==> src/rtl/ftx_pkg.sv <==
package ftx_pkg;
  typedef enum logic [1:0] {
    TX_IDLE  = 2'd0,
    TX_FIRST = 2'd1,
    TX_SHIFT = 2'd2
  } tx_state_e;
endpackage

==> src/rtl/ftx_sync.sv <==
// Multi-stage synchronizer, one chain per input bit.
module ftx_sync #(
  parameter int STAGES = 2,
  parameter int WIDTH  = 2
) (
  input  logic             clk,
  input  logic             rst,
  input  logic [WIDTH-1:0] async_in,
  output logic [WIDTH-1:0] level
);
  generate
    for (genvar i = 0; i < WIDTH; i++) begin : g_bit
      logic [STAGES-1:0] chain;
      always_ff @(posedge clk) begin
        if (rst) chain <= '0;
        else     chain <= {chain[STAGES-2:0], async_in[i]};
      end
      assign level[i] = chain[STAGES-1];
    end
  endgenerate
endmodule

==> src/rtl/ftx_clk_gen.sv <==
// Internal serial clock divider and frame-sync generator.
module ftx_clk_gen #(
  parameter int CLK_DIV   = 12,
  parameter int FRAME_LEN = 20
) (
  input  logic clk,
  input  logic rst,
  input  logic sel_rise,
  output logic sclk_int,
  output logic fsync_int
);
  localparam int HALF = CLK_DIV / 2;
  localparam int DW   = (HALF > 1) ? $clog2(HALF) : 1;
  localparam int FW   = $clog2(FRAME_LEN);
  localparam logic [DW-1:0] DIV_LAST   = DW'(HALF - 1);
  localparam logic [FW-1:0] FRAME_LAST = FW'(FRAME_LEN - 1);

  logic [DW-1:0] div_cnt;
  logic [FW-1:0] frm_cnt;

  always_ff @(posedge clk) begin
    if (rst) begin
      div_cnt  <= '0;
      sclk_int <= 1'b0;
    end else if (div_cnt == DIV_LAST) begin
      div_cnt  <= '0;
      sclk_int <= ~sclk_int;
    end else begin
      div_cnt  <= div_cnt + 1'b1;
    end
  end

  // Frame counter runs on the selected serial clock, so it also serves an external clock.
  always_ff @(posedge clk) begin
    if (rst) begin
      frm_cnt   <= FRAME_LAST;
      fsync_int <= 1'b0;
    end else if (sel_rise) begin
      if (frm_cnt == FRAME_LAST) begin
        frm_cnt   <= '0;
        fsync_int <= 1'b1;
      end else begin
        frm_cnt   <= frm_cnt + 1'b1;
        fsync_int <= 1'b0;
      end
    end
  end

  AST_FS_ON_RISE: assert property (@(posedge clk) disable iff (rst)
    !sel_rise |=> $stable(fsync_int));
endmodule

==> src/rtl/ftx_shifter.sv <==
// Transmit buffer, shift register and frame sequencing.
module ftx_shifter
  import ftx_pkg::*;
#(
  parameter int WORD_W = 16
) (
  input  logic              clk,
  input  logic              rst,
  input  logic              sc_rise,
  input  logic              sc_fall,
  input  logic              fs,
  input  logic              wlen16,
  input  logic              wr_en,
  input  logic [WORD_W-1:0] wr_data,
  output logic              txd,
  output logic              txd_oe,
  output logic              tx_irq,
  output logic              buf_empty,
  output logic              underflow
);
  localparam int SHORT_W = WORD_W / 2;
  localparam int CNT_W   = $clog2(WORD_W + 1);
  localparam logic [CNT_W-1:0] LONG_CNT  = CNT_W'(WORD_W);
  localparam logic [CNT_W-1:0] SHORT_CNT = CNT_W'(SHORT_W);

  tx_state_e         state;
  logic [WORD_W-1:0] buf_q;
  logic [WORD_W-1:0] shreg;
  logic [CNT_W-1:0]  bitcnt;
  logic              wl16_q;
  logic              start_pend;
  logic              fs_prev;
  logic              last_bit;
  logic              can_accept;
  logic              accept;

  assign last_bit   = (state == TX_SHIFT) && (bitcnt == (wl16_q ? LONG_CNT : SHORT_CNT));
  assign can_accept = ((state == TX_IDLE) || last_bit) && !start_pend;
  assign accept     = sc_fall && fs && !fs_prev && can_accept;

  always_ff @(posedge clk) begin
    if (rst) begin
      state      <= TX_IDLE;
      buf_q      <= '0;
      shreg      <= '0;
      bitcnt     <= '0;
      wl16_q     <= 1'b0;
      start_pend <= 1'b0;
      fs_prev    <= 1'b0;
      txd        <= 1'b0;
      txd_oe     <= 1'b0;
      tx_irq     <= 1'b0;
      buf_empty  <= 1'b1;
      underflow  <= 1'b0;
    end else begin
      tx_irq <= 1'b0;
      if (sc_fall) fs_prev <= fs;

      if (accept) begin
        shreg      <= wlen16 ? buf_q : {buf_q[SHORT_W-1:0], {SHORT_W{1'b0}}};
        wl16_q     <= wlen16;
        start_pend <= 1'b1;
        tx_irq     <= 1'b1;
        buf_empty  <= 1'b1;
        if (buf_empty) underflow <= 1'b1;
      end

      // A write in the accepting cycle lands after the old word was taken.
      if (wr_en) begin
        buf_q     <= wr_data;
        buf_empty <= 1'b0;
        underflow <= 1'b0;
      end

      if (sc_rise) begin
        if (start_pend) begin
          txd        <= shreg[WORD_W-1];
          shreg      <= {shreg[WORD_W-2:0], 1'b0};
          txd_oe     <= 1'b1;
          bitcnt     <= CNT_W'(1);
          state      <= TX_FIRST;
          start_pend <= 1'b0;
        end else begin
          case (state)
            TX_FIRST: begin
              if (!fs) begin
                txd    <= shreg[WORD_W-1];
                shreg  <= {shreg[WORD_W-2:0], 1'b0};
                bitcnt <= bitcnt + 1'b1;
                state  <= TX_SHIFT;
              end
            end
            TX_SHIFT: begin
              if (last_bit) begin
                txd    <= 1'b0;
                txd_oe <= 1'b0;
                state  <= TX_IDLE;
              end else begin
                txd    <= shreg[WORD_W-1];
                shreg  <= {shreg[WORD_W-2:0], 1'b0};
                bitcnt <= bitcnt + 1'b1;
              end
            end
            default: state <= TX_IDLE;
          endcase
        end
      end
    end
  end

  AST_IRQ_ONE_CYCLE: assert property (@(posedge clk) disable iff (rst)
    tx_irq |=> !tx_irq);
  AST_EMPTY_WITH_IRQ: assert property (@(posedge clk) disable iff (rst)
    tx_irq |-> (buf_empty || $past(wr_en)));
  AST_TXD_ON_RISE: assert property (@(posedge clk) disable iff (rst)
    !sc_rise |=> ($stable(txd) && $stable(txd_oe)));
  AST_HOLD_FIRST: assert property (@(posedge clk) disable iff (rst)
    (state == TX_FIRST && sc_rise && fs && !start_pend) |=> (state == TX_FIRST && $stable(txd)));
  AST_UNDERFLOW_AT_FRAME: assert property (@(posedge clk) disable iff (rst)
    $rose(underflow) |-> tx_irq);
  AST_OE_RELEASE_ON_RISE: assert property (@(posedge clk) disable iff (rst)
    $fell(txd_oe) |-> $past(sc_rise));
endmodule

==> src/rtl/ftx_serial_tx.sv <==
// Top: source selection, serial-clock edge detection, transmit datapath.
module ftx_serial_tx #(
  parameter int WORD_W      = 16,
  parameter int CLK_DIV     = 12,
  parameter int FRAME_LEN   = 20,
  parameter int SYNC_STAGES = 2
) (
  input  logic              clk,
  input  logic              rst,
  input  logic              cfg_wlen16,
  input  logic              cfg_int_clk,
  input  logic              cfg_int_fs,
  input  logic              ext_sclk,
  input  logic              ext_fsync,
  input  logic              wr_en,
  input  logic [WORD_W-1:0] wr_data,
  output logic              sclk_out,
  output logic              fsync_out,
  output logic              txd,
  output logic              txd_oe,
  output logic              tx_irq,
  output logic              buf_empty,
  output logic              underflow
);
  logic [1:0] ext_lvl;
  logic       sclk_int;
  logic       fsync_int;
  logic       sel_sclk;
  logic       sclk_d;
  logic       sc_rise;
  logic       sc_fall;
  logic       fs_lvl;

  ftx_sync #(.STAGES(SYNC_STAGES), .WIDTH(2)) u_sync (
    .clk      (clk),
    .rst      (rst),
    .async_in ({ext_fsync, ext_sclk}),
    .level    (ext_lvl)
  );

  ftx_clk_gen #(.CLK_DIV(CLK_DIV), .FRAME_LEN(FRAME_LEN)) u_gen (
    .clk       (clk),
    .rst       (rst),
    .sel_rise  (sc_rise),
    .sclk_int  (sclk_int),
    .fsync_int (fsync_int)
  );

  assign sel_sclk = cfg_int_clk ? sclk_int : ext_lvl[0];
  assign fs_lvl   = cfg_int_fs ? fsync_int : ext_lvl[1];

  always_ff @(posedge clk) begin
    if (rst) sclk_d <= 1'b0;
    else     sclk_d <= sel_sclk;
  end

  assign sc_rise = sel_sclk & ~sclk_d;
  assign sc_fall = ~sel_sclk & sclk_d;

  ftx_shifter #(.WORD_W(WORD_W)) u_shift (
    .clk       (clk),
    .rst       (rst),
    .sc_rise   (sc_rise),
    .sc_fall   (sc_fall),
    .fs        (fs_lvl),
    .wlen16    (cfg_wlen16),
    .wr_en     (wr_en),
    .wr_data   (wr_data),
    .txd       (txd),
    .txd_oe    (txd_oe),
    .tx_irq    (tx_irq),
    .buf_empty (buf_empty),
    .underflow (underflow)
  );

  assign sclk_out  = sclk_int;
  assign fsync_out = fsync_int;
endmodule

==> config.mk <==
export PLATFORM = sky130hd
export DESIGN_NAME = ftx_serial_tx
export DESIGN_NICKNAME = d
export VERILOG_FILES = /design/src/rtl/ftx_pkg.sv /design/src/rtl/ftx_sync.sv /design/src/rtl/ftx_clk_gen.sv /design/src/rtl/ftx_shifter.sv /design/src/rtl/ftx_serial_tx.sv
export SDC_FILE = /design/constraint.sdc
export NUM_CORES = 1
export LEC_CHECK = 0
export ABC_CLOCK_PERIOD_IN_PS = 3150
export BUFFER_PORTS_ARGS = -buffer_cell sky130_fd_sc_hd__buf_2
export CAP_MARGIN = 25
export CORE_ASPECT_RATIO = 1.2
export CORE_UTILIZATION = 45
export CTS_CLUSTER_SIZE = 30
export DETAILED_ROUTE_END_ITERATION = 6
export SLEW_MARGIN = 5
export SYNTH_ARGS = -nofsm -noshare
export SYNTH_HDL_FRONTEND = slang
export SYNTH_HIERARCHICAL = 1
export SYNTH_SLANG_ARGS = --single-unit
==> constraint.sdc <==
create_clock -name clk -period 3.15 [get_ports clk]
set_input_delay 0.63 -clock clk [delete_from_list [all_inputs] [get_ports clk]]
set_output_delay 0.63 -clock clk [all_outputs]
set_load 0.02 [all_outputs]
Word level (Yosys, flattened, before mapping)
Index checks and enable logic that the tools add are counted.
W data, S select, Z words.
Storage, ports and cells
  logic and storage cells: 88
  register bits: 62
  input bits: 24
  output and inout bits: 7
Operators by class
  reductions and logical operators: 20
  bitwise operators: 5
  muxes and demuxes: 33
  equality and inequality tests: 8
  add/sub/neg operators: 3
Operators with widths (count)
  $mux W16: 6
  $pmux W16 S2: 1
  $mux W5: 5
  $mux W1: 15
  $add A5 B1 Y5 const B: 2
  $pmux W5 S2: 1
  $reduce_and A3 Y1: 3
  $mux W2: 3
  $reduce_bool A2 Y1: 3
  $eq A5 B5 Y1: 1
  $eq A5 B5 Y1 const B: 1
  $logic_and A1 B1 Y1: 5
  $pmux W2 S2: 1
  $reduce_and A4 Y1: 1
  $reduce_or A2 Y1: 2
  $add A3 B1 Y3 const B: 1
  $eq A3 B3 Y1 const B: 1
  $ne A3 B1 Y1 const B: 1
  $ne A3 B2 Y1 const B: 1
  $ne A3 B3 Y1 const B: 1
  $not A1 Y1: 3
  $reduce_bool A3 Y1: 1
  $and A1 B1 Y1: 2
  $eq A2 B1 Y1 const B: 1
  other kinds (6): 7

Depth between registers and ports, before layout
Gate-level depths: netlist of the first run.
  word-level depth: 11
  mapped depth: 10
  mapped depth without buffers: 7

Cells and area by module
Netlist of the first run, hierarchy kept.
Modules (own cells, without submodules)
  ftx_shifter: area an instance 2199.6 um^2, cells each 214, instances 1
  ftx_clk_gen: area an instance 440.4 um^2, cells each 47, instances 1
  ftx_sync: area an instance 120.1 um^2, cells each 10, instances 1
  ftx_serial_tx: area an instance 55.1 um^2, cells each 6, instances 1

Worst setup path before layout of the first run
No wires, ideal clock.
  path type: in2reg
  start: in cfg_int_clk
  end: reg u_shift.shreg[15]
  slack: 1092 ps
  cell stages on the path: 9
  library setup time: 118 ps
  required time: 3032 ps
  data arrival time: 1941 ps
  buffers on the path: 2
  cells stage by stage: mux2i_1 and2_1 nand2_1 nor3_1 o21a_1 buf_6 buf_12 mux2i_1 o2bb2ai_2
On the way
  word-level cells in the longest chain between the ends: 11
  elaborated cells on any way between the ends: 13
  classes of those cells: mux: 7; bitwise: 3; reduce/logical: 3
Ends and longest elaborated chain
  start, declared: line ftx_serial_tx.sv:11  | input logic cfg_int_clk,
  $mux W1 *: line ftx_serial_tx.sv:49  | assign sel_sclk = cfg_int_clk ? sclk_int : ext_lvl[0];
  $not A1 Y1 *: line ftx_serial_tx.sv:58  | assign sc_fall = ~sel_sclk & sclk_d;
  $and A1 B1 Y1 *: line ftx_serial_tx.sv:58
  via sc_fall: line ftx_serial_tx.sv:31  | logic sc_fall;
  $logic_and A1 B1 Y1 * (3 in series): line ftx_shifter.sv:39  | assign accept = sc_fall && fs && !fs_prev && can_accept;
  $mux W16 *: line ftx_shifter.sv:59  | if (accept) begin
  $mux W16, on equally long branches: line ftx_shifter.sv:94, ftx_shifter.sv:86
  $pmux W16 S2: line ftx_shifter.sv:84  | case (state)
  $mux W16: line ftx_shifter.sv:76  | if (start_pend) begin
  $mux W16 *: line ftx_shifter.sv:75  | if (sc_rise) begin
  end signal, assigned: line ftx_shifter.sv:78  | shreg <= {shreg[WORD_W-2:0], 1'b0};
  end signal, assigned: line ftx_shifter.sv:88  | shreg <= {shreg[WORD_W-2:0], 1'b0};
  end signal, assigned: line ftx_shifter.sv:100  | shreg <= {shreg[WORD_W-2:0], 1'b0};
  end, declared: line ftx_shifter.sv:28  | logic [WORD_W-1:0] shreg;
The timed path passes the listed nets; every way through them passes the cells marked *.
A chain may end at the register's enable or synchronous reset.

Worst setup path in the final report of the first run
  start: reg u_shift.bitcnt[0]
  end: reg u_shift.shreg[8]
On the way
  word-level cells in the longest chain between the ends: 10
  elaborated cells on any way between the ends: 11
  classes of those cells: eq/ne: 1; mux: 6; reduce/logical: 4
Ends and longest elaborated chain
  start, declared: line ftx_shifter.sv:29  | logic [CNT_W-1:0] bitcnt;
  start signal, assigned: line ftx_shifter.sv:89  | bitcnt <= bitcnt + 1'b1;
  start signal, assigned: line ftx_shifter.sv:101  | bitcnt <= bitcnt + 1'b1;
  $eq A5 B5 Y1 *: line ftx_shifter.sv:37  | assign last_bit = (state == TX_SHIFT) && (bitcnt == (wl16_q ? LONG_CNT : SHORT_CNT));
  $logic_and A1 B1 Y1 *: line ftx_shifter.sv:37
  $logic_or A1 B1 Y1: line ftx_shifter.sv:38  | assign can_accept = ((state == TX_IDLE) || last_bit) && !start_pend;
  $logic_and A1 B1 Y1: line ftx_shifter.sv:38
  $logic_and A1 B1 Y1: line ftx_shifter.sv:39
  $mux W16: line ftx_shifter.sv:59
  $mux W16, on equally long branches: line ftx_shifter.sv:94, ftx_shifter.sv:86
  $pmux W16 S2: line ftx_shifter.sv:84
  $mux W16: line ftx_shifter.sv:76
  $mux W16 *: line ftx_shifter.sv:75
Mark *: on every way between the ends. The rest lies on a longest branch, timed or not.

==> results of run 1 <==
cell families after synthesis:
| kind of cell | count (synthesis) | share of synthesized area |
|---|---|---|
| compound gates | 51 | 0.154 |
| xor+xnor | 5 | 0.0156 |
| mux | 43 | 0.157 |
| fa+ha+maj | 8 | 0.0356 |
| flops | 62 | 0.441 |
| buf+inv | 28 | 0.0538 |
| simple gates | 80 | 0.144 |
worst min-delay path by stage:
stage / from / end / cells after the start
after global routing: u_sync/g_bit[1].chain[0]$_SDFF_PP0_ / u_sync/g_bit[1].chain[1]$_SDFF_PP0_ / 1
after CTS: u_sync/g_bit[0].chain[0]$_SDFF_PP0_ / u_sync/g_bit[0].chain[1]$_SDFF_PP0_ / 1
after detailed placement: u_sync/g_bit[0].chain[0]$_SDFF_PP0_ / u_sync/g_bit[0].chain[1]$_SDFF_PP0_ / 1
after floorplan: u_sync/g_bit[0].chain[0]$_SDFF_PP0_ / u_sync/g_bit[0].chain[1]$_SDFF_PP0_ / 1
final: u_sync/g_bit[0].chain[0]$_SDFF_PP0_ / u_sync/g_bit[0].chain[1]$_SDFF_PP0_ / 1
after global placement: u_sync/g_bit[0].chain[0]$_SDFF_PP0_ / u_sync/g_bit[0].chain[1]$_SDFF_PP0_ / 1
synthesized netlist by cell type (2+ instances only):
cell / number
nand3b_1: 2
a21oi_1: 13
o2bb2ai_2: 5
nand3_1: 2
clkbuf_1: 4
nand4_1: 3
a211oi_1: 2
nor3_1: 2
nor2_1: 35
nand2_1: 11
mux2_2: 9
buf_6: 2
nor2b_1: 7
inv_1: 12
mux2i_1: 34
dfxtp_1: 62
xor2_1: 5
nand2b_1: 4
and2_1: 8
buf_1: 3
buf_2: 3
o211ai_1: 2
ha_1: 8
a211oi_2: 2
buf_4: 3
o2bb2ai_1: 10
o21ai_0: 5
flip-flops by register name (all words and copies together) (netlist names):
register,cells
u_shift/buf_q,16
u_shift/shreg,16
u_gen/frm_cnt,5
u_shift/bitcnt,5
u_sync/g_bit.chain,4
u_gen/div_cnt,3
u_shift/state,2
sclk_d,1
u_gen/fsync_int,1
u_gen/sclk_int,1
u_shift/buf_empty,1
u_shift/fs_prev,1
u_shift/start_pend,1
u_shift/tx_irq,1
u_shift/txd,1
u_shift/txd_oe,1
u_shift/underflow,1
u_shift/wl16_q,1
routing by layer:
layer | global-route usage | wire length (µm) | share of wire
met4 | 0.110 | 89 | 0.017
met2 | 0.325 | 2680 | 0.51
met5 | 0 | 0 | 0
met3 | 0.0513 | 136 | 0.026
met1 | 0.185 | 2360 | 0.45
layout make-up:
class	instances	area (µm²)	area share
Sequential cell	62	1240	0.394
Timing Repair Buffer	34	180	0.0573
Clock buffer	12	145	0.0461
Multi-Input combinational cell	187	1420	0.452
Inverter	12	45.0	0.0143
Clock inverter	2	10.0	0.00318
Tap cell	82	103	0.0326
stage by stage:
stage	hold WS [ns]	instance area (µm²)
after detailed placement	0.426	2990
final	0.436	3150
after CTS	0.442	3150
after global placement	0.419	2990
after global routing	0.459	3150
after floorplan	0.414	2820
power groups by stage:
stage                     clock network (W)   logic, W  registers [W]
after floorplan                           0  0.0000792       0.000837
after global placement                    0   0.000108       0.000840
after detailed placement                  0   0.000109       0.000841
after CTS                          0.000596   0.000110       0.000823
after global routing               0.000633   0.000120       0.000825
final                              0.000573   0.000108       0.000823
==> metrics.md, run 1 <==
| Metric | Value |
|---|---|
| # resized after CTS | `0` |
| Clock Path Buffers | `2` |
| Mapped cell area | `2820 µm²` |
| Final #Nets | `338` |
| P&R area growth vs syn | `11.8%` |
| Syn Nets | `309` |
| Post-route minimum period | `2.07 ns` |
| Hold-fix buffers, CTS | `0` |
| Total Wirelength | `5.27 mm` |
| Post-Synthesis Cells | `277` |
| Layout fillers | `587` |
| Slew of the pin with the lowest slew margin | `0.514 ns` |
| Top cells by area, synth | `dfxtp_1, mux2i_1, nor2_1, mux2_2, ha_1` |
| Global-route wire length before repair | `8.74 mm` |
| YS warnings | `6` |
| Share of cells above drive strength 1 | `0.223` |
| Post-CTS Setup Inserts | `0` |
| Hold Path Class | `register to register` |
| Starting Density | `0.465` |
| Core ar. | `6050 µm²` |
| Worst reg2reg path endpoint | `u_shift/shreg[8]$_SDFF_PP0_` |
| Worst EP required | `3.38 ns` |
| # setup viols final | `0` |
| Port Buffers | `30` |
| Antenna cells | `0` |
| Commonest cells after routing, fill and taps aside | `dfxtp_1, nor2_1, mux2i_1, buf_2, a21oi_1` |
| Commonest non-fill, non-tap cell in the layout | `dfxtp_1` |
| Pre-CTS setup slack | `0.864 ns` |
| Largest net degree at the start of global routing | `33` |
| CTS tree | `done` |
| Final hold vios | `0` |
| Die Ht | `88.6 µm` |
| Crit-path cells | `inv_1 > ha_1 > or2b_2 > a211oi_2 > o21a_1 > buf_4 > mux2i_1 > o2bb2ai_2` |
| Detail Route Antenna Nets | `0` |
| Post-synthesis sequential area ratio | `0.441` |
| Number of buffers created by CTS | `9` |
| Critical path endpoint category | `register` |
| Clock Sinks | `62` |
| Die width | `74.2 µm` |
| Delay-heaviest family, CP | `compound AO/OA/AOI/OAI gates` |
| Via count | `1,980` |
| CP arrival | `2.29 ns` |
| Final Power | `0.00150 W` |
| Dpl cells | `377` |
| Final Cycle Share | `0.656` |
| Internal Power | `0.00115 W` |
| Max-Cap Viols | `0` |
| Pwr dens | `478 nW/µm²` |
| Switching pwr | `0.000349 W` |
| Reg2reg setup slack | `1.08 ns` |
| Share of power burned in the clock network | `0.381` |
| Pre-Repair DR Iteration Count | `4` |
| Critical-path maximum fanout | `19` |
| Syn Area/Cell | `10.2 µm²` |
| Setup TNS | `0 ns` |
| Crit-path max cell delay | `0.36 ns` |
| Worst R2R Start | `u_shift/bitcnt[0]$_SDFFE_PP0P_` |
| Total track usage | `0.182` |
| Async SR Flop Fraction | `0` |
| Initial DRC Count | `65` |
| Status | `completed` |
| Synth cell types | `46` |
| Switching share of power | `0.232` |
| Critical Path Sink | `u_shift/shreg[8]$_SDFF_PP0_` |
| Leak | `1.25 nW` |
| Worst-path clk slew | `0.06 ns` |
| Comb pwr share | `0.072` |
| Routability cong. | `0.773` |
| Post-Layout Cell Count | `391` |
| Ys flop type | `dfxtp_1` |
| IO Pins | `31` |
| R2R depth | `8` |
| Worst path bufs/invs | `2` |
| Die Area | `6580 µm²` |
| Vias in the first global route | `1,974` |
| Setup CP Type | `register to register` |
| Levels on crit path | `8` |
| Congestion Overflow GR | `0` |
| Clock root cell | `clkbuf_8` |
| Max Fclk | `484 MHz` |
| Post-synth EDFFs | `0` |
| Slew Viols, Final | `0` |
| Worst-skew pair later-pin latency | `0.33 ns` |
| Utilization after layout | `0.520` |
| Initial antenna violation count | `0` |
| CP max-delay cell | `dfxtp_1` |
| Slew HR | `0.653` |
| Row Count | `31` |
| Worst vdd ir | `323 µV` |
| WL per Instance | `13.5 µm` |
| # DRC | `0` |
| Final Skew | `0.00626 ns` |
| Unrepaired setup endpoints after global routing | `false` |
| Synth area leader | `dfxtp_1` |
| Drt via density | `5.06` |
| Startpoint types | `register` |
| FF+latch count, synth | `62` |
| Post-synth top area share | `0.441` |
| Worst setup startpoint | `u_shift/bitcnt[0]$_SDFFE_PP0P_` |
| Setup ws final | `1.08 ns` |
| Sequential power share | `0.547` |
| Number of H-tree levels | `3` |
| Final HPWL DP | `3.67 mm` |
(Power assumes the default switching activity.)
==> run 2, diff against run 1 <==
Settings changed: ABC_AREA from default to 1, ABC_CLOCK_PERIOD_IN_PS 3150 to 1880, PLACE_DENSITY from default to 0.66.
Clock period 3.15 ns to 1.88 ns, I/O delays scaled along.
==> metrics.md, run 2 <==
| Metric | Value |
|---|---|
| WHS | `0.250 ns (-0.186 ns)` |
| Die Ht | `91.9 µm (+3.7%)` |
| Mapped cell area | `3030 µm² (+7.6%)` |
| Clock root cell | `clkbuf_8` |
| Top-count cell post-synth | `nand2_1` |
| Commonest cells post-synth | `nand2_1, dfxtp_1, inv_1` |
| Critical path endpoint category | `register` |
| Post-synth EDFFs | `0 (unchanged)` |
| Final Skew | `0.00514 ns (-0.00112 ns)` |
| Final hold vios | `0 (unchanged)` |
| Max Fclk | `583 MHz (+21%)` |
| Clock Path Buffers | `2 (unchanged)` |
| Top cells by area, synth | `dfxtp_1, nand2_1, nand3_1, inv_1, nor2_1` |
| Share of cells above drive strength 1 | `0.143 (-0.0804)` |
| YS warnings | `6 (unchanged)` |
| Synth cell types | `30 (-35%)` |
| Global-route wire length before repair | `10.9 mm (+24%)` |
| Synth area leader | `dfxtp_1` |
| Critical-path maximum fanout | `18 (-1)` |
| Ys flop type | `dfxtp_1` |
| Via count | `2,670 (+35%)` |
| Die Area | `7070 µm² (+7.4%)` |
| Drt via density | `4.88 (-3.6%)` |
| Setup CP Type | `register to register` |
| # setup viols final | `0 (unchanged)` |
| Total Wirelength | `6.33 mm (+20%)` |
| Port Buffers | `30 (unchanged)` |
| Reg2reg setup slack | `0.17 ns (-0.92 ns)` |
| Number of H-tree levels | `3 (unchanged)` |
| Routability cong. | `0.801 (+3.7%)` |
| Area of the multi-input gates | `1470 µm² (+3.6%)` |
| Status | `completed` |
| Detail Route Antenna Nets | `0 (unchanged)` |
| Final HPWL DP | `4.39 mm (+20%)` |
| FF+latch count, synth | `62 (unchanged)` |
| Setup TNS | `0 ns (unchanged)` |
| Startpoint types | `register` |
| Pre-Repair DR Iteration Count | `4 (unchanged)` |
| Initial DRC Count | `79 (+22%)` |
| Clock Sinks | `62 (unchanged)` |
| Antenna cells | `0 (unchanged)` |
| Row Count | `32 (+3.2%)` |
| Post-synthesis sequential area ratio | `0.410 (-0.0313)` |
| Congestion Overflow GR | `0 (unchanged)` |
| # DRC | `0 (unchanged)` |
| Vias in the first global route | `2,501 (+27%)` |
| Worst-skew pair later-pin latency | `0.33 ns (about the same)` |
| Final #Nets | `489 (+45%)` |
| Commonest non-fill, non-tap cell in the layout | `nand2_1` |
| IO Pins | `31 (unchanged)` |
| Worst EP required | `2.10 ns (-1.28 ns)` |
| Core ar. | `6490 µm² (+7.2%)` |
| Worst-path clk slew | `0.07 ns (about the same)` |
| Initial antenna violation count | `0 (unchanged)` |
| Layout fillers | `668 (+14%)` |
| P&R area growth vs syn | `15.5%` |
| Slew HR | `0.642 (-0.0110)` |
| Pwr dens | `856 nW/µm² (+79%)` |
| Die width | `76.9 µm (+3.6%)` |
| WL per Instance | `11.6 µm (-14%)` |
| CP arrival | `1.93 ns (-0.36 ns)` |
| Slew of the pin with the lowest slew margin | `0.536 ns (+0.0213 ns)` |
| Final Cycle Share | `0.912 (+0.255)` |
| Post-Synthesis Cells | `428 (+55%)` |
| Post-synth top area share | `0.410 (-0.0313)` |
| Dpl cells | `529 (+40%)` |
| Post-Layout Cell Count | `547 (+40%)` |
| Max-Cap Viols | `0 (unchanged)` |
| Number of buffers created by CTS | `9 (unchanged)` |
| Post-route minimum period | `1.71 ns (-0.353 ns)` |
| Leak | `1.62 nW (+30%)` |
| Hold-fix buffers, CTS | `0 (unchanged)` |
| Total track usage | `0.194 (+0.0127)` |
| Hold Path Class | `input port to register` |
| CTS tree | `done` |
| Worst vdd ir | `556 µV (+72%)` |
| Reg area | `1240 µm² (unchanged)` |
| Regs by FF count | `u_shift/buf_q (16), u_shift/shreg (16)` |
| Largest net degree at the start of global routing | `24 (-27%)` |
| Slew Viols, Final | `0 (unchanged)` |
| Async SR Flop Fraction | `0 (unchanged)` |
| Unrepaired setup endpoints after global routing | `false` |
| Syn Area/Cell | `7.08 µm² (-30%)` |
| Syn Nets | `460 (+49%)` |
| Starting Density | `0.467 (+0.00195)` |
| Commonest cells after routing, fill and taps aside | `nand2_1, dfxtp_1, inv_1, nor2_1, nand3_1` |
==> run 2: cell count changes in the layout (fill, tap and decap cells not counted), moves of 4 or more <==
cell       previous run  this run
nand2b_1              4         0
o2bb2ai_2             5         0
o21ai_0               5        21
nand2_1              11        81
a21oi_1              13        34
nand3_1               2        55
nor2b_1               7         0
mux2_2                9         0
nor2_1               35        55
and2_1                8         0
inv_1                12        58
o2bb2ai_1            10         0
mux2i_1              34         8
==> run 2: kinds of logic (layout without fill, tap and decap cells) <==
group	after synthesis	after routing	share of synthesized area
XOR/XNOR	6	6	0.0173
flip-flops	62	62	0.410
AND/OR/NAND/NOR	203	203	0.295
AO/OA/AOI/OAI	61	61	0.110
buffers and inverters	80	114	0.109
multiplexers	8	8	0.0264
adder cells (fa/ha/maj)	8	8	0.0330
==> run 2: metal layers <==
metal	track usage	up-vias	routed length, µm	share of wire
met1	0.220	1203	2980	0.47
met2	0.348	52	3060	0.48
met4	0.0962	0	98	0.015
li1	-	1408	-	-
met5	0	-	0	0
met3	0.0328	7	196	0.031
==> run 2: path summary, 6_finish.rpt <==
check	startpoint	end	depth (start not counted)
worst min register to register	u_sync/g_bit[0].chain[0]$_SDFF_PP0_	u_sync/g_bit[0].chain[1]$_SDFF_PP0_	2
worst max register to register	u_shift/bitcnt[0]$_SDFFE_PP0P_	u_shift/shreg[15]$_SDFF_PP0_	10
worst max-delay path	u_shift/bitcnt[0]$_SDFFE_PP0P_	u_shift/shreg[15]$_SDFF_PP0_	10
worst min-delay path	ext_sclk	u_sync/g_bit[0].chain[0]$_SDFF_PP0_	3
==> run 2: metrics by stage <==
stage / instance area (µm²) / setup slack (ns) / utilization / power, W
6_report: 3500 / 0.166 / 0.540 / 0.00300
5_1_grt: 3500 / 0.0356 / 0.540 / 0.00314
4_1_cts: 3460 / 0.00766 / 0.534 / 0.00302
3_5_place_dp: 3250 / 0.0209 / 0.501 / 0.00173
3_3_place_gp: 3250 / 0.103 / 0.501 / 0.00173
2_1_floorplan: 3030 / 0.0209 / - / 0.00165
==> run 2: repair_timing <==
action	in CTS	in global routing
endpoints found under the setup margin	0	17
gates resized for setup	0	2
buffers inserted	0	2
==> run 2: final cells by class <==
type / count / share of cell area
Multi-Input combinational cell: 286 / 0.421
Sequential cell: 62 / 0.355
Timing Repair Buffer: 39 / 0.0693
Inverter: 59 / 0.0633
Clock buffer: 12 / 0.0415
Tap cell: 85 / 0.0304
Clock inverter: 4 / 0.0200
==> run 2: worst max-delay path, cell delays in order, from the launching register on <==
cell and delay (ns):
dfxtp_1 0.34, inv_1 0.09, ha_1 0.16, inv_1 0.05, nor2_2 0.15, nand4_4 0.19, nand2_8 0.13, buf_4 0.22
nand3_1 0.12, nand3_1 0.10, a21oi_1 0.06
==> run 2: power breakdown <==
part           internal, W  switching (W)
Combinational     0.000111       0.000188
Clock             0.000780       0.000506
Sequential         0.00137      0.0000408
==> run 3, diff against run 2 <==
Settings changed: CORE_MARGIN from default to 10.
==> metrics.md, run 3 (same netlist as run 2, synthesis figures left out) <==
| Metric | Value |
|---|---|
| Met2 GRT Util | `0.241 (-0.107)` |
| Clock root cell | `clkbuf_8` |
| Final Cycle Share | `0.869 (-0.0430)` |
| Initial DRC Count | `128 (+62%)` |
| Die Ht | `110 µm (+20%)` |
| WL per Instance | `12.5 µm (+8.1%)` |
| Worst vdd ir | `532 µV (-4.4%)` |
| Setup TNS | `0 ns (unchanged)` |
| Hold_sp | `ext_sclk` |
| Detail Route Antenna Nets | `0 (unchanged)` |
| Antenna cells | `0 (unchanged)` |
| Hold Path Class | `input port to register` |
| Reg2reg setup slack | `0.25 ns (+0.08 ns)` |
| Total track usage | `0.141 (-0.0530)` |
| Final #Nets | `492 (+0.61%)` |
| Commonest cells after routing, fill and taps aside | `nand2_1, dfxtp_1, inv_1, nor2_1, nand3_1` |
| WHS | `0.253 ns (+0.00264 ns)` |
| Share of cells above drive strength 1 | `0.145 (+0.00185)` |
| # setup viols final | `0 (unchanged)` |
| Status | `completed` |
| Slew of the pin with the lowest slew margin | `0.507 ns (-0.0290 ns)` |
| Leak | `1.61 nW (-0.97%)` |
| Pwr dens | `778 nW/µm² (-9.1%)` |
| Startpoint types | `register` |
| P&R area growth vs syn | `14.6%` |
| Row Count | `32 (unchanged)` |
| Worst-skew pair later-pin latency | `0.33 ns (about the same)` |
| Clock Path Buffers | `2 (unchanged)` |
| Worst hold stages | `3 (unchanged)` |
| Critical-path maximum fanout | `19 (+1)` |
| Dpl cells | `531 (+0.38%)` |
| Global-route wire length before repair | `11.9 mm (+9.6%)` |
| Max Fclk | `612 MHz (+4.9%)` |
| Total Wirelength | `6.86 mm (+8.3%)` |
| Initial antenna violation count | `0 (unchanged)` |
| Core ar. | `6490 µm² (unchanged)` |
| Congestion Overflow GR | `0 (unchanged)` |
| Clock Sinks | `62 (unchanged)` |
| Final hold vios | `0 (unchanged)` |
| Vias in the first global route | `2,720 (+8.8%)` |
| Final Skew | `0.00389 ns (-0.00125 ns)` |
| Slew Viols, Final | `0 (unchanged)` |
| Critical path endpoint category | `register` |
| Final Power | `0.00270 W (-9.9%)` |
| Met1 Track Usage GR | `0.160 (-0.0598)` |
| Port Buffers | `30 (unchanged)` |
| Commonest non-fill, non-tap cell in the layout | `nand2_1` |
| Setup ws final | `0.247 ns (+0.0808 ns)` |
| Crit-path cells | `inv_1 > ha_1 > inv_1 > nor2_2 > nand4_4 > nand2_8 > nand2_8 > nor2_1 > nand2_1 > a21oi_1` |
| Die Area | `10,400 µm² (+48%)` |
| Max-Cap Viols | `0 (unchanged)` |
| Routability cong. | `0.803 (+0.30%)` |
| CP arrival | `1.90 ns (-0.03 ns)` |
| Drt via density | `4.96 (+1.6%)` |
| Starting Density | `0.467 (unchanged)` |
| WHS Endpoint | `u_sync/g_bit[0].chain[0]$_SDFF_PP0_` |
| Worst reg2reg path endpoint | `u_shift/underflow$_SDFFE_PP0P_` |
| Number of buffers created by CTS | `9 (unchanged)` |
| Worst-path clk slew | `0.06 ns (about the same)` |
| Global-route layer with the greatest usage | `met2` |
| Worst R2R Start | `u_shift/bitcnt[0]$_SDFFE_PP0P_` |
| CP max-delay cell | `dfxtp_1` |
| Post-Layout Cell Count | `548 (+0.18%)` |
| Post-route minimum period | `1.63 ns (-0.0808 ns)` |
| # DRC | `0 (unchanged)` |
| IO Pins | `31 (unchanged)` |
| CTS tree | `done` |
| R2R depth | `10 (unchanged)` |
| Slew HR | `0.662 (+0.0194)` |
| Via count | `2,719 (+1.8%)` |
| Setup CP Type | `register to register` |
| Pre-CTS setup slack | `0.0615 ns (+0.0406 ns)` |
| Crit-path max cell delay | `0.33 ns (about the same)` |
| M3 GR Usage | `0.0409 (+0.00809)` |
| Die width | `94.9 µm (+23%)` |
| Worst EP required | `2.15 ns (+0.05 ns)` |
| Number of H-tree levels | `3 (unchanged)` |
| Worst setup startpoint | `u_shift/bitcnt[0]$_SDFFE_PP0P_` |
| Final HPWL DP | `4.75 mm (+8.2%)` |
| Pre-Repair DR Iteration Count | `4 (unchanged)` |
| Unrepaired setup endpoints after global routing | `false` |
| Regs by FF count | `u_shift/buf_q (16), u_shift/shreg (16)` |
| Largest net degree at the start of global routing | `38 (+58%)` |
## run 3: cell types whose count changed in the layout (fill, tap and decap cells not counted), sizes merged
| cell | previous run | this run |
|---|---|---|
| bufinv | 2 | 0 |
| buf | 39 | 42 |
## run 3: layout make-up
type                    count  area (µm²)
well taps                  85         106
fillers                   666        3010
multi-input cells         286        1480
clock buffers              12         145
flip-flops and latches     62        1240
inverters                  59         221
repair buffers             42         265
clock inverters             2        10.0
## run 3: worst max path at each step
stage	to	slack, ns	cells after the start
6_report	u_shift/underflow$_SDFFE_PP0P_	0.25	10
5_1_grt	u_shift/underflow$_SDFFE_PP0P_	0.04	10
4_1_cts	u_shift/underflow$_SDFFE_PP0P_	0.05	10
3_5_place_dp	u_shift/underflow$_SDFFE_PP0P_	0.06	10
3_3_place_gp	u_shift/underflow$_SDFFE_PP0P_	0.16	10
2_1_floorplan	u_shift/bitcnt[2]$_SDFFE_PP0P_	0.02	11
## run 3: critical path, delay by kind of cell, from the launching register on
kind / cells / cell delay (ns)
flip-flops: 1 / 0.33
adder cells (fa/ha/maj): 1 / 0.14
AO/OA/AOI/OAI: 1 / 0.11
buffers and inverters: 2 / 0.12
AND/OR/NAND/NOR: 6 / 0.84
## run 3: routing by layer
metal | share of wire | wire length (µm) | vias up
met1 | 0.45 | 3100 | 1248
met4 | 0.018 | 126 | 0
li1 | - | - | 1413
met2 | 0.49 | 3380 | 49
met3 | 0.037 | 256 | 9
met5 | 0 | 0 | -
## run 3: power by group
| part | switching [W] | internal, W | total, W |
|---|---|---|---|
| Combinational | 0.000195 | 0.000119 | 0.000313 |
| Clock | 0.000479 | 0.000496 | 0.000975 |
| Sequential | 0.0000409 | 0.00137 | 0.00141 |
## run 3: timing repair
item                                    in CTS  in global routing
resized for setup                            0                  3
endpoints found under the setup margin       0                 18
buffers inserted                             0                  3
hold buffers                                 0                  0
## run 3: per-stage QoR
stage,utilization,instance area (µm²)
CTS,0.529,3430
global placement,0.505,3270
global route,0.535,3470
finish,0.535,3470
floorplan,-,3030
detailed placement,0.505,3270
